--- src/rtl/uart_bank_regs.sv ---
module uart_bank_regs #(
  parameter logic [7:0] HW_ID = 8'hA5
) (
  input  logic        clk,
  input  logic        rst_n,
  input  logic [2:0]  addr,
  input  logic        wr_en,
  input  logic        rd_en,
  input  logic [7:0]  wdata,
  input  logic [6:0]  gd_count,
  input  logic        gd_bad,
  output logic [7:0]  rdata,
  output logic        ext_view,
  output logic [7:0]  lcr_q,
  output logic [7:0]  ectl_q,
  output logic [31:0] flow_codes,
  output logic [31:0] fifo_levels,
  output logic [7:0]  enum_val
);

  localparam logic [7:0] EXT_KEY = 8'hBF;

  logic [7:0] bank_q [8];
  logic [1:0] bank_sel;
  logic       enh_on;
  logic       wr_bank, wr_enum;
  logic [7:0] rmux;

  assign ext_view = (lcr_q == EXT_KEY);
  assign bank_sel = ectl_q[7:6];
  assign enh_on   = ectl_q[4];
  assign wr_bank  = wr_en && ext_view && addr[2] && !bank_sel[1];
  assign wr_enum  = wr_en && ext_view && addr == 3'd4 && bank_sel == 2'd2;

  always_ff @(posedge clk) begin
    if (!rst_n) begin
      lcr_q    <= '0;
      ectl_q   <= '0;
      enum_val <= '0;
      for (int i = 0; i < 8; i++) bank_q[i] <= '0;
    end else begin
      if (wr_en && addr == 3'd3) lcr_q <= wdata;
      if (wr_en && ext_view && addr == 3'd2) ectl_q <= wdata;
      if (wr_bank) bank_q[{bank_sel[0], addr[1:0]}] <= wdata;
      if (wr_enum) enum_val <= wdata;
    end
  end

  genvar g;
  generate
    for (g = 0; g < 4; g++) begin : g_out
      assign flow_codes[8*g +: 8]  = bank_q[g];
      assign fifo_levels[8*g +: 8] = bank_q[4+g];
    end
  endgenerate

  always_comb begin
    rmux = '0;
    if (addr == 3'd3) rmux = lcr_q;
    else if (ext_view) begin
      if (addr == 3'd2) rmux = ectl_q;
      else if (addr[2]) begin
        if (!bank_sel[1]) rmux = bank_q[{bank_sel[0], addr[1:0]}];
        else if (bank_sel == 2'd2 && addr == 3'd4) rmux = enum_val;
        else if (bank_sel == 2'd2 && addr == 3'd5) rmux = HW_ID;
      end
    end else if (addr == 3'd7 && enh_on) rmux = {gd_bad, gd_count};
  end

  assign rdata = rd_en ? rmux : 8'h00;

  p_lcr_write_r1: assert property (@(posedge clk) disable iff (!rst_n)
    (wr_en && addr == 3'd3 && wdata == EXT_KEY) |=> ext_view);

  p_bank0_write_r3: assert property (@(posedge clk) disable iff (!rst_n)
    (wr_en && ext_view && bank_sel == 2'd0 && addr == 3'd4) |=> flow_codes[7:0] == $past(wdata));

  p_bank1_write_r4: assert property (@(posedge clk) disable iff (!rst_n)
    (wr_en && ext_view && bank_sel == 2'd1 && addr == 3'd7) |=> fifo_levels[31:24] == $past(wdata));

  p_hwid_read_r5: assert property (@(posedge clk) disable iff (!rst_n)
    (rd_en && ext_view && bank_sel == 2'd2 && addr == 3'd5) |-> rdata == HW_ID);

  p_keep_ext_r7: assert property (@(posedge clk) disable iff (!rst_n)
    (!ext_view) |=> ($stable(flow_codes) && $stable(fifo_levels) && $stable(enum_val) && $stable(ectl_q)));

  p_idle_read_r9: assert property (@(posedge clk) disable iff (!rst_n)
    (!rd_en) |-> rdata == 8'h00);

  p_reset_r10: assert property (@(posedge clk)
    (!rst_n) |=> (lcr_q == 8'h00 && ectl_q == 8'h00 && flow_codes == '0 && fifo_levels == '0 && enum_val == 8'h00));

endmodule

--- config.mk ---
export PLATFORM = sky130hd
export DESIGN_NAME = uart_bank_regs
export DESIGN_NICKNAME = d
export VERILOG_FILES = /design/src/rtl/uart_bank_regs.sv
export SDC_FILE = /design/constraint.sdc
export NUM_CORES = 1
export LEC_CHECK = 0
export BUFFER_PORTS_ARGS = -buffer_cell sky130_fd_sc_hd__buf_4
export CAP_MARGIN = 5
export CORE_MARGIN = 2
export CORE_UTILIZATION = 40
export DETAILED_ROUTE_END_ITERATION = 7
export PLACE_DENSITY = 0.71
export SKIP_CTS_REPAIR_TIMING = 1
export SLEW_MARGIN = 20
export SYNTH_ARGS = -nofsm -noshare
export SYNTH_HDL_FRONTEND = slang
export SYNTH_SLANG_ARGS = --single-unit
--- constraint.sdc ---
create_clock -name clk -period 2.76 [get_ports clk]
set_input_delay 0.138 -clock clk [delete_from_list [all_inputs] [get_ports clk]]
set_output_delay 0.138 -clock clk [all_outputs]
set_load 0.05 [all_outputs]
# [Word-level counts from Yosys, hierarchy flattened]
# Memory sizes are Yosys's and may differ from the RTL's.
# Cells that the tools add are included.
[word_totals] reg_bits=24 mem_bits_rw=64 in_bits=23 wordCells=39 mem_count=1
[memory_table] memory="bank_q" depth=8 word_bits=8 read_ports=9 rd_ports_with_merged_regs=0 wr=8 line="23" source="logic [7:0] bank_q [8];"
[op_classes] n_eq_ne=7 muxes=16 n_reduce_logical=12
[op_table] cell="8-bit two-way mux" n=10
[op_table] cell="1-bit logical AND" n=10
[op_table] cell="3-bit == test (second input constant)" n=3
[op_table] cell="8-bit == test (second input constant)" n=1
[op_table] cell="8-bit OR reduction" n=1
[op_table] cell="3-bit by 2-bit == test with 1-bit output (second input constant)" n=2
[op_table] cell="1-bit two-way mux" n=5
[op_table] cell="3-bit two-way mux" n=1
[op_table] cell="2-bit == test (second input constant)" n=1
[op_table] cell="1-bit logical NOT" n=1

# [Logic depth before layout (Yosys ltp)]
# Gate-level depths: netlist of run 1.
[depth] word_depth=10 depth_mapped=8 depth_no_buf=6

# [Worst setup path after synthesis of run 1]
# Ideal clock, no wire load.
[synth_timing] path_type="reg2out" start="register lcr_q[0]" end="output rdata[7]" arrival_ps=2649 t_required_ps=2622 path_slack_ps=-27 path_stages_with_launch=8 n_path_buf=2 path_cell_list="dfxtp_1 and4_1 buf_2 nand2_4 inv_2 buf_6 a211oi_1 a211oi_1"
[synth_via] elab_chain_cells=4
[synth_lines] element="start: declaration" line="14" source="output logic [7:0] lcr_q,"
[synth_lines] element="start signal: assignment" line="42" source="if (wr_en && addr == 3'd3) lcr_q <= wdata;"
[synth_lines] element="8-bit == test" line="29" source="assign ext_view = (lcr_q == EXT_KEY);"
[synth_lines] element="via ext_view" line="13" source="output logic ext_view,"
[synth_lines] element="8-bit two-way mux" line="60" source="else if (ext_view) begin"
[synth_lines] element="8-bit two-way mux" line="59" source="if (addr == 3'd3) rmux = lcr_q;"
[synth_lines] element="8-bit two-way mux" line="70" source="assign rdata = rd_en ? rmux : 8'h00;"
[synth_lines] element="end: declaration" line="12" source="output logic [7:0] rdata,"
# The timed path passes the listed nets, and every way through them passes these cells.

# [Final worst setup path of run 1]
[layout_timing] start="register lcr_q[0]" end="output rdata[6]"
[layout_via] elab_chain_cells=4
[layout_lines] element="8-bit == test" line="29"
[layout_lines] element="8-bit two-way mux" line="60"
[layout_lines] element="8-bit two-way mux" line="59"
[layout_lines] element="8-bit two-way mux" line="70"
# Every way passes these cells.

==> metrics.cfg, run 1 <==
[status]
status=finished, final reports clean

[global_route]
antenna_found_initial=0
grt_use_total_pct=22.78
grt_pass1_vias=3384
overflow=0
grt_pass1_wl_um=19620
grt_max_degree=42

[setup_path]
start_kind=register
cp.arrival_ps=2410
cp-end-kind=output pin
crit_fanout=11
cp_data_required_time_ps=2620
worstRegToRegCells=5
r2r_slack_ps=320
r2r-start=lcr_q[0]
path_buf_inv=2
slowest_delay_ps=420
cp_cell_sequence=and4_1, nand2_4, inv_2, nand3_1, or3_1, a32o_1, buf_4
worst-setup-path-type=reg2out
crit_family=simple AND/OR/NAND/NOR gates
r2r_end=bank_q[3][6]
cpMaxStageDelayCell=or3_1

[route]
routed-via-count=3422
met3WireLength_um=722
wirelength_um=13420
wl_met1_um=5681
drc_errors=0
avgViaCountPerCell=5.415
drt-initial-drc-count=313
routed.top_layer=met4
wl_met2_um=6763
dr.pass1.iters=5
postRouteAntennaNets=0
wl_per_cell_um=21.23

[cts]
cts_buffer_depth=2
cts_tree=done
htreeDepth=3
cts_made_buffers=9
worstSkewPairLatency_ps=360
root_buffer=clkbuf_8
cts_sinks=88
cts.clk_slew.worst_paths_ps=90

[sta]
slew_viol_final=0
max-slew-margin-rel_pct=61.46
finalHoldViolCount=0
fin_skew_ps=15.11
fin_setup_tns_ps=0
worst_slew_pin_slew_ps=577.5
period_share_pct=92.21
finalSetupViolCount=0
fin_crit_ps=2545
rsz0062_at_grt=false
max_freq_mhz=392.9

[layout]
syn_to_final_growth_pct=27.03
num_antenna_cells=0
fin_cells=632
layout_commonest_cell=buf_4
num-fill-cells=975
final_util_pct=51.75
seqCellArea_mm2=0.002402
layout-drive-gt1-share_pct=34.76
multi_input_area_mm2=0.001822
layout_common_cells=buf_4, and2_1, edfxtp_1, nand2_1, dfxtp_1
final_nets=510

[die]
die_area_mm2=0.01185
chipHeight_um=108.8
start_util_pct=40.74
die_w_um=108.8
coreArea_mm2=0.01079
ios=120
std_cell_rows=38

[hold_path]
hp-class=in2reg
min_to=lcr_q[6]
whs_path_depth=3
holdCritStartpoint=wdata[6]

[synth]
synthCells=379
ys_seq_elements=88
synthesis.nets=402
synth_cell_types=50
ys_seq_area_share_pct=54.64
yosys_warnings=0
synth_area_per_cell_um2=11.60
synth_area_mm2=0.004397

[power_and_ir_drop]
power_mw=2.841
ir_drop_uv=242.0
total_leakage_power_nw=2.302
pwr_density_cell_mw_per_mm2=508.7

[placement]
hpwl_um=9828
place_inst=616
port_buffers=119
place.gp.congestion=0.9461

[flow_run]
maxCapViolations=0

==> worst max-delay path by stage <==
| stage | start | to | slack, ps | depth (start not counted) |
|---|---|---|---|---|
| floorplan | lcr_q[6] | rdata[0] | 9 | 7 |
| global placement | lcr_q[2] | bank_q[2][4] | 490 | 5 |
| detailed placement | lcr_q[0] | bank_q[3][4] | 360 | 5 |
| CTS | lcr_q[0] | rdata[6] | 250 | 7 |
| global route | lcr_q[0] | rdata[6] | 80 | 7 |
| finish | lcr_q[0] | rdata[6] | 210 | 7 |
==> routing by layer <==
| layer | vias to the layer above | track usage (%) |
|---|---|---|
| li1 | 1575 | - |
| met1 | 1701 | 31.14 |
| met4 | 0 | 7.326 |
| met5 | - | 0 |
| met2 | 129 | 38.13 |
| met3 | 17 | 2.510 |
==> power by group <==
| group | total, mW | switching, mW | leakage [nW] | internal, mW |
|---|---|---|---|---|
| clock network | 0.931 | 0.498 | 0.0994 | 0.434 |
| logic | 0.425 | 0.296 | 1.38 | 0.129 |
| registers | 1.49 | 0.0299 | 0.827 | 1.46 |
| total | 2.84 | 0.824 | 2.30 | 2.02 |
==> cells by family (layout without fill, tap and decap cells) <==
group	count (synthesis)	after routing	synth area share [%]
mux	27	27	10.27
buf+inv	38	151	4.041
flops	88	88	54.64
compound gates	71	71	10.27
simple gates	155	155	20.77
==> tightest hold or removal path, cell delays in order <==
cell and delay [ps]:
buf_4 160, nand2_1 70, a21boi_0 60
==> state kept, by name, indices dropped and copies added, names as in the netlist <==
register	count
lcr_q	8
ectl_q	8
enum_val	8
bank_q	64
==> Yosys cell counts, drive strengths merged <==
library cell / n / share of area, %
nor2: 5 / 0.48
a21oi: 14 / 1.6
nor3b: 1 / 0.28
and3b: 1 / 0.20
a31oi: 1 / 0.14
nand2: 42 / 3.8
mux4: 14 / 7.2
buf: 13 / 1.9
clkbuf: 17 / 1.5
a31o: 1 / 0.20
nand2b: 6 / 0.85
a21o: 5 / 0.85
and4b: 1 / 0.26
mux2: 2 / 0.60
nand3: 10 / 1.1
a221oi: 1 / 0.20
o22ai: 5 / 0.71
o31ai: 1 / 0.17
and2: 65 / 9.2
a21boi: 8 / 1.4
a311oi: 1 / 0.20
and3: 1 / 0.14
a211oi: 5 / 0.85
mux2i: 11 / 2.5
inv: 8 / 0.68
or2: 1 / 0.14
o21ai: 21 / 2.4
dfxtp: 24 / 11
nor2b: 9 / 1.3
a32o: 1 / 0.23
nand4: 3 / 0.77
a2111oi: 5 / 1.0
o221ai: 1 / 0.20
o21bai: 1 / 0.17
or3: 1 / 0.14
edfxtp: 64 / 44
and2b: 2 / 0.34
nor3: 4 / 1.1
and4: 3 / 0.60
==> final cells by class <==
type	instances	share of cell area, %
tap	140	3.136
clock buffer	10	2.285
clock inverter	6	1.344
inverter	8	0.5376
timing repair buffer	127	17.07
sequential	88	43.01
multi-input combinational	253	32.62
==> per-stage QoR <==
stage	hold WS [ps]	worst slack [ps]	cell area (um2)
after floorplan	304.2	9.394	4402
after global placement	470.5	488.2	5383
after detailed placement	474.8	361.3	5383
after CTS	108.3	253.5	5585
after global routing	128.6	79.20	5585
final	120.8	214.9	5585
Power figures use the tool's default switching activity.
==> inputs of run 2 (changes only) <==
--- a/config.mk
+++ b/config.mk
@@ -11,8 +11,8 @@
 export CORE_UTILIZATION = 40
 export DETAILED_ROUTE_END_ITERATION = 7
 export PLACE_DENSITY = 0.71
+export SETUP_SLACK_MARGIN = 0.4
 export SKIP_CTS_REPAIR_TIMING = 1
-export SLEW_MARGIN = 20
 export SYNTH_ARGS = -nofsm -noshare
 export SYNTH_HDL_FRONTEND = slang
 export SYNTH_SLANG_ARGS = --single-unit
==> run 2 against run 1 <==
  * Die area unchanged
  * Critical path depth unchanged
  * Non-clock buffer count increased by 2
  * Routed wire length decreased by 0.71%
  * Via count decreased by 0.44%
  * Highest routed layer unchanged
==> metrics.cfg, run 2 (synthesis gave the netlist of run 1 again) <==
[status]
status=finished, final reports clean  ; unchanged

[route]
routed-via-count=3407  ; was 3,422
avgViaCountPerCell=5.399  ; was 5.415
drc_errors=0  ; unchanged
wirelength_um=13320  ; was 13,420 um
drt-initial-drc-count=258  ; was 313
dr.pass1.iters=5  ; unchanged
wl_per_cell_um=21.11  ; was 21.23 um
postRouteAntennaNets=0  ; unchanged

[die]
ios=120  ; unchanged
die_area_mm2=0.01185  ; unchanged
die_w_um=108.8  ; unchanged
coreArea_mm2=0.01079  ; unchanged
std_cell_rows=38  ; unchanged
start_util_pct=40.74  ; unchanged
chipHeight_um=108.8  ; unchanged

[setup_path]
cp-end-kind=output pin  ; unchanged
cpMaxStageDelayCell=or3_1  ; unchanged
worst-setup-path-type=reg2out  ; unchanged
r2r_slack_ps=550  ; was 320 ps
cp_data_required_time_ps=2620  ; about the same
slowest_delay_ps=400  ; was 420 ps
cp_cell_sequence=and4b_2, nand2_4, inv_6, nand3_1, or3_1, a32o_1, buf_4  ; was and4_1, nand2_4, inv_2, nand3_1, or3_1, a32o_1, buf_4
crit_family=simple AND/OR/NAND/NOR gates  ; unchanged
crit_cells=7  ; unchanged
crit_fanout=11  ; unchanged
worstRegToRegCells=6  ; was 5
start_kind=register  ; unchanged
cp.arrival_ps=2140  ; was 2410 ps
path_buf_inv=2  ; unchanged

[power_and_ir_drop]
pwr-share-clk_pct=32.9  ; was 32.8%
power.switching_mw=0.7691  ; was 0.8238 mW
comb_power_share_pct=15.0  ; about the same
pwr_density_cell_mw_per_mm2=504.1  ; was 508.7 mW/mm2
ir_drop_uv=194.4  ; was 242.0 uV
p_sw_share_pct=27.01  ; was 28.99%
internal_power_mw=2.078  ; was 2.018 mW
total_leakage_power_nw=2.316  ; was 2.302 nW
sequentialPowerShare_pct=52.2  ; was 52.3%

[global_route]
grt_pass1_vias=3292  ; was 3,384
overflow=0  ; unchanged
antenna_found_initial=0  ; unchanged
grt_pass1_wl_um=19220  ; was 19,620 um
grt_use_total_pct=22.67  ; was 22.78%
grt_max_degree=42  ; unchanged

[sta]
max_freq_mhz=438.9  ; was 392.9 MHz
fin_crit_ps=2278  ; was 2545 ps
fin_skew_ps=8.402  ; was 15.11 ps
setup_ws_ps=481.7  ; was 214.9 ps
max-slew-margin-rel_pct=61.40  ; was 61.46%
finalHoldViolCount=0  ; unchanged
fin_setup_tns_ps=0  ; unchanged
fin_hold_ws_ps=126.7  ; was 120.8 ps
period_share_pct=82.55  ; was 92.21%
finalSetupViolCount=0  ; unchanged
worst_slew_pin_slew_ps=576.5  ; was 577.5 ps
slew_viol_final=0  ; unchanged
rsz0062_at_grt=false  ; unchanged

[layout]
layout_common_cells=buf_4, and2_1, edfxtp_1, nand2_1, o21ai_0  ; was buf_4, and2_1, edfxtp_1, nand2_1, dfxtp_1
layout-drive-gt1-share_pct=37.47  ; was 34.76%
num_antenna_cells=0  ; unchanged
layout_commonest_cell=buf_4  ; unchanged
syn_to_final_growth_pct=28.46  ; was 27.03%
seqCellArea_mm2=0.002409  ; was 0.002402 mm2
top_register=bank_q  ; unchanged
final_util_pct=52.33  ; was 51.75%
multi_input_area_mm2=0.001852  ; was 0.001822 mm2
num-fill-cells=957  ; was 975
final_nets=512  ; was 510
largest_reg_flops=64  ; unchanged
fin_cells=631  ; was 632

[hold_path]
whs_path_depth=3  ; unchanged
hp-class=in2reg  ; unchanged

[cts]
cts.clk_slew.worst_paths_ps=80  ; was 90 ps
htreeDepth=3  ; unchanged
cts_made_buffers=9  ; unchanged
cts_tree=done  ; unchanged
cts_sinks=88  ; unchanged
root_buffer=clkbuf_8  ; unchanged
cts_buffer_depth=2  ; unchanged
worstSkewPairLatency_ps=350  ; was 360 ps

[placement]
place_inst=614  ; was 616
place.gp.congestion=0.8753  ; was 0.9461
preCtsSetupSlack_ps=463.4  ; was 361.3 ps
port_buffers=119  ; unchanged
hpwl_um=9540  ; was 9828 um

[flow_run]
maxCapViolations=0  ; unchanged

## run 2: cell count changes in the layout (fill, tap and decap cells not counted), sizes merged
cell	change
buf	+2
bufinv	+1
clkbuf	-1
inv	-3
## run 2: stage by stage
step                      cell area (um2)  total power, mW
after detailed placement             5371            1.938
after global placement               5371            1.937
after floorplan                      4405            1.781
after CTS                            5568            2.850
after global routing                 5648            2.925
final                                5648            2.847
## run 2: area by class of cell
type / instances / area share (%)
flip-flops and latches: 88 / 42.65
repair buffers: 129 / 17.37
clock buffers: 9 / 2.193
multi-input cells: 253 / 32.79
inverters: 8 / 0.6203
clock inverters: 4 / 1.285
well taps: 140 / 3.101
## run 2: final timing paths
kind              startpoint            to
setup / recovery    lcr_q[3]      rdata[6]
hold / removal      wdata[2]      lcr_q[2]
setup reg to reg    lcr_q[3]  bank_q[5][7]
hold reg to reg     lcr_q[2]      lcr_q[2]
## run 2: power by group through the flow
stage / clock network, mW / logic (mW) / registers, mW
floorplan: 0 / 0.120 / 1.66
global placement: 0 / 0.422 / 1.52
detailed placement: 0 / 0.423 / 1.52
CTS: 0.941 / 0.424 / 1.49
global route: 0.993 / 0.442 / 1.49
finish: 0.936 / 0.426 / 1.49
## run 2: layer usage
metal,global-route usage (%),vias to the layer above,routed length [um]
met5,0,-,0
met4,7.692,0,267
met2,37.59,146,6666
met3,6.037,19,1093
li1,-,1582,-
met1,28.83,1660,5296
## run 2: tightest hold or removal path: stages
cell	delay (ps)
buf_4	170
nand2_1	70
a21boi_0	60
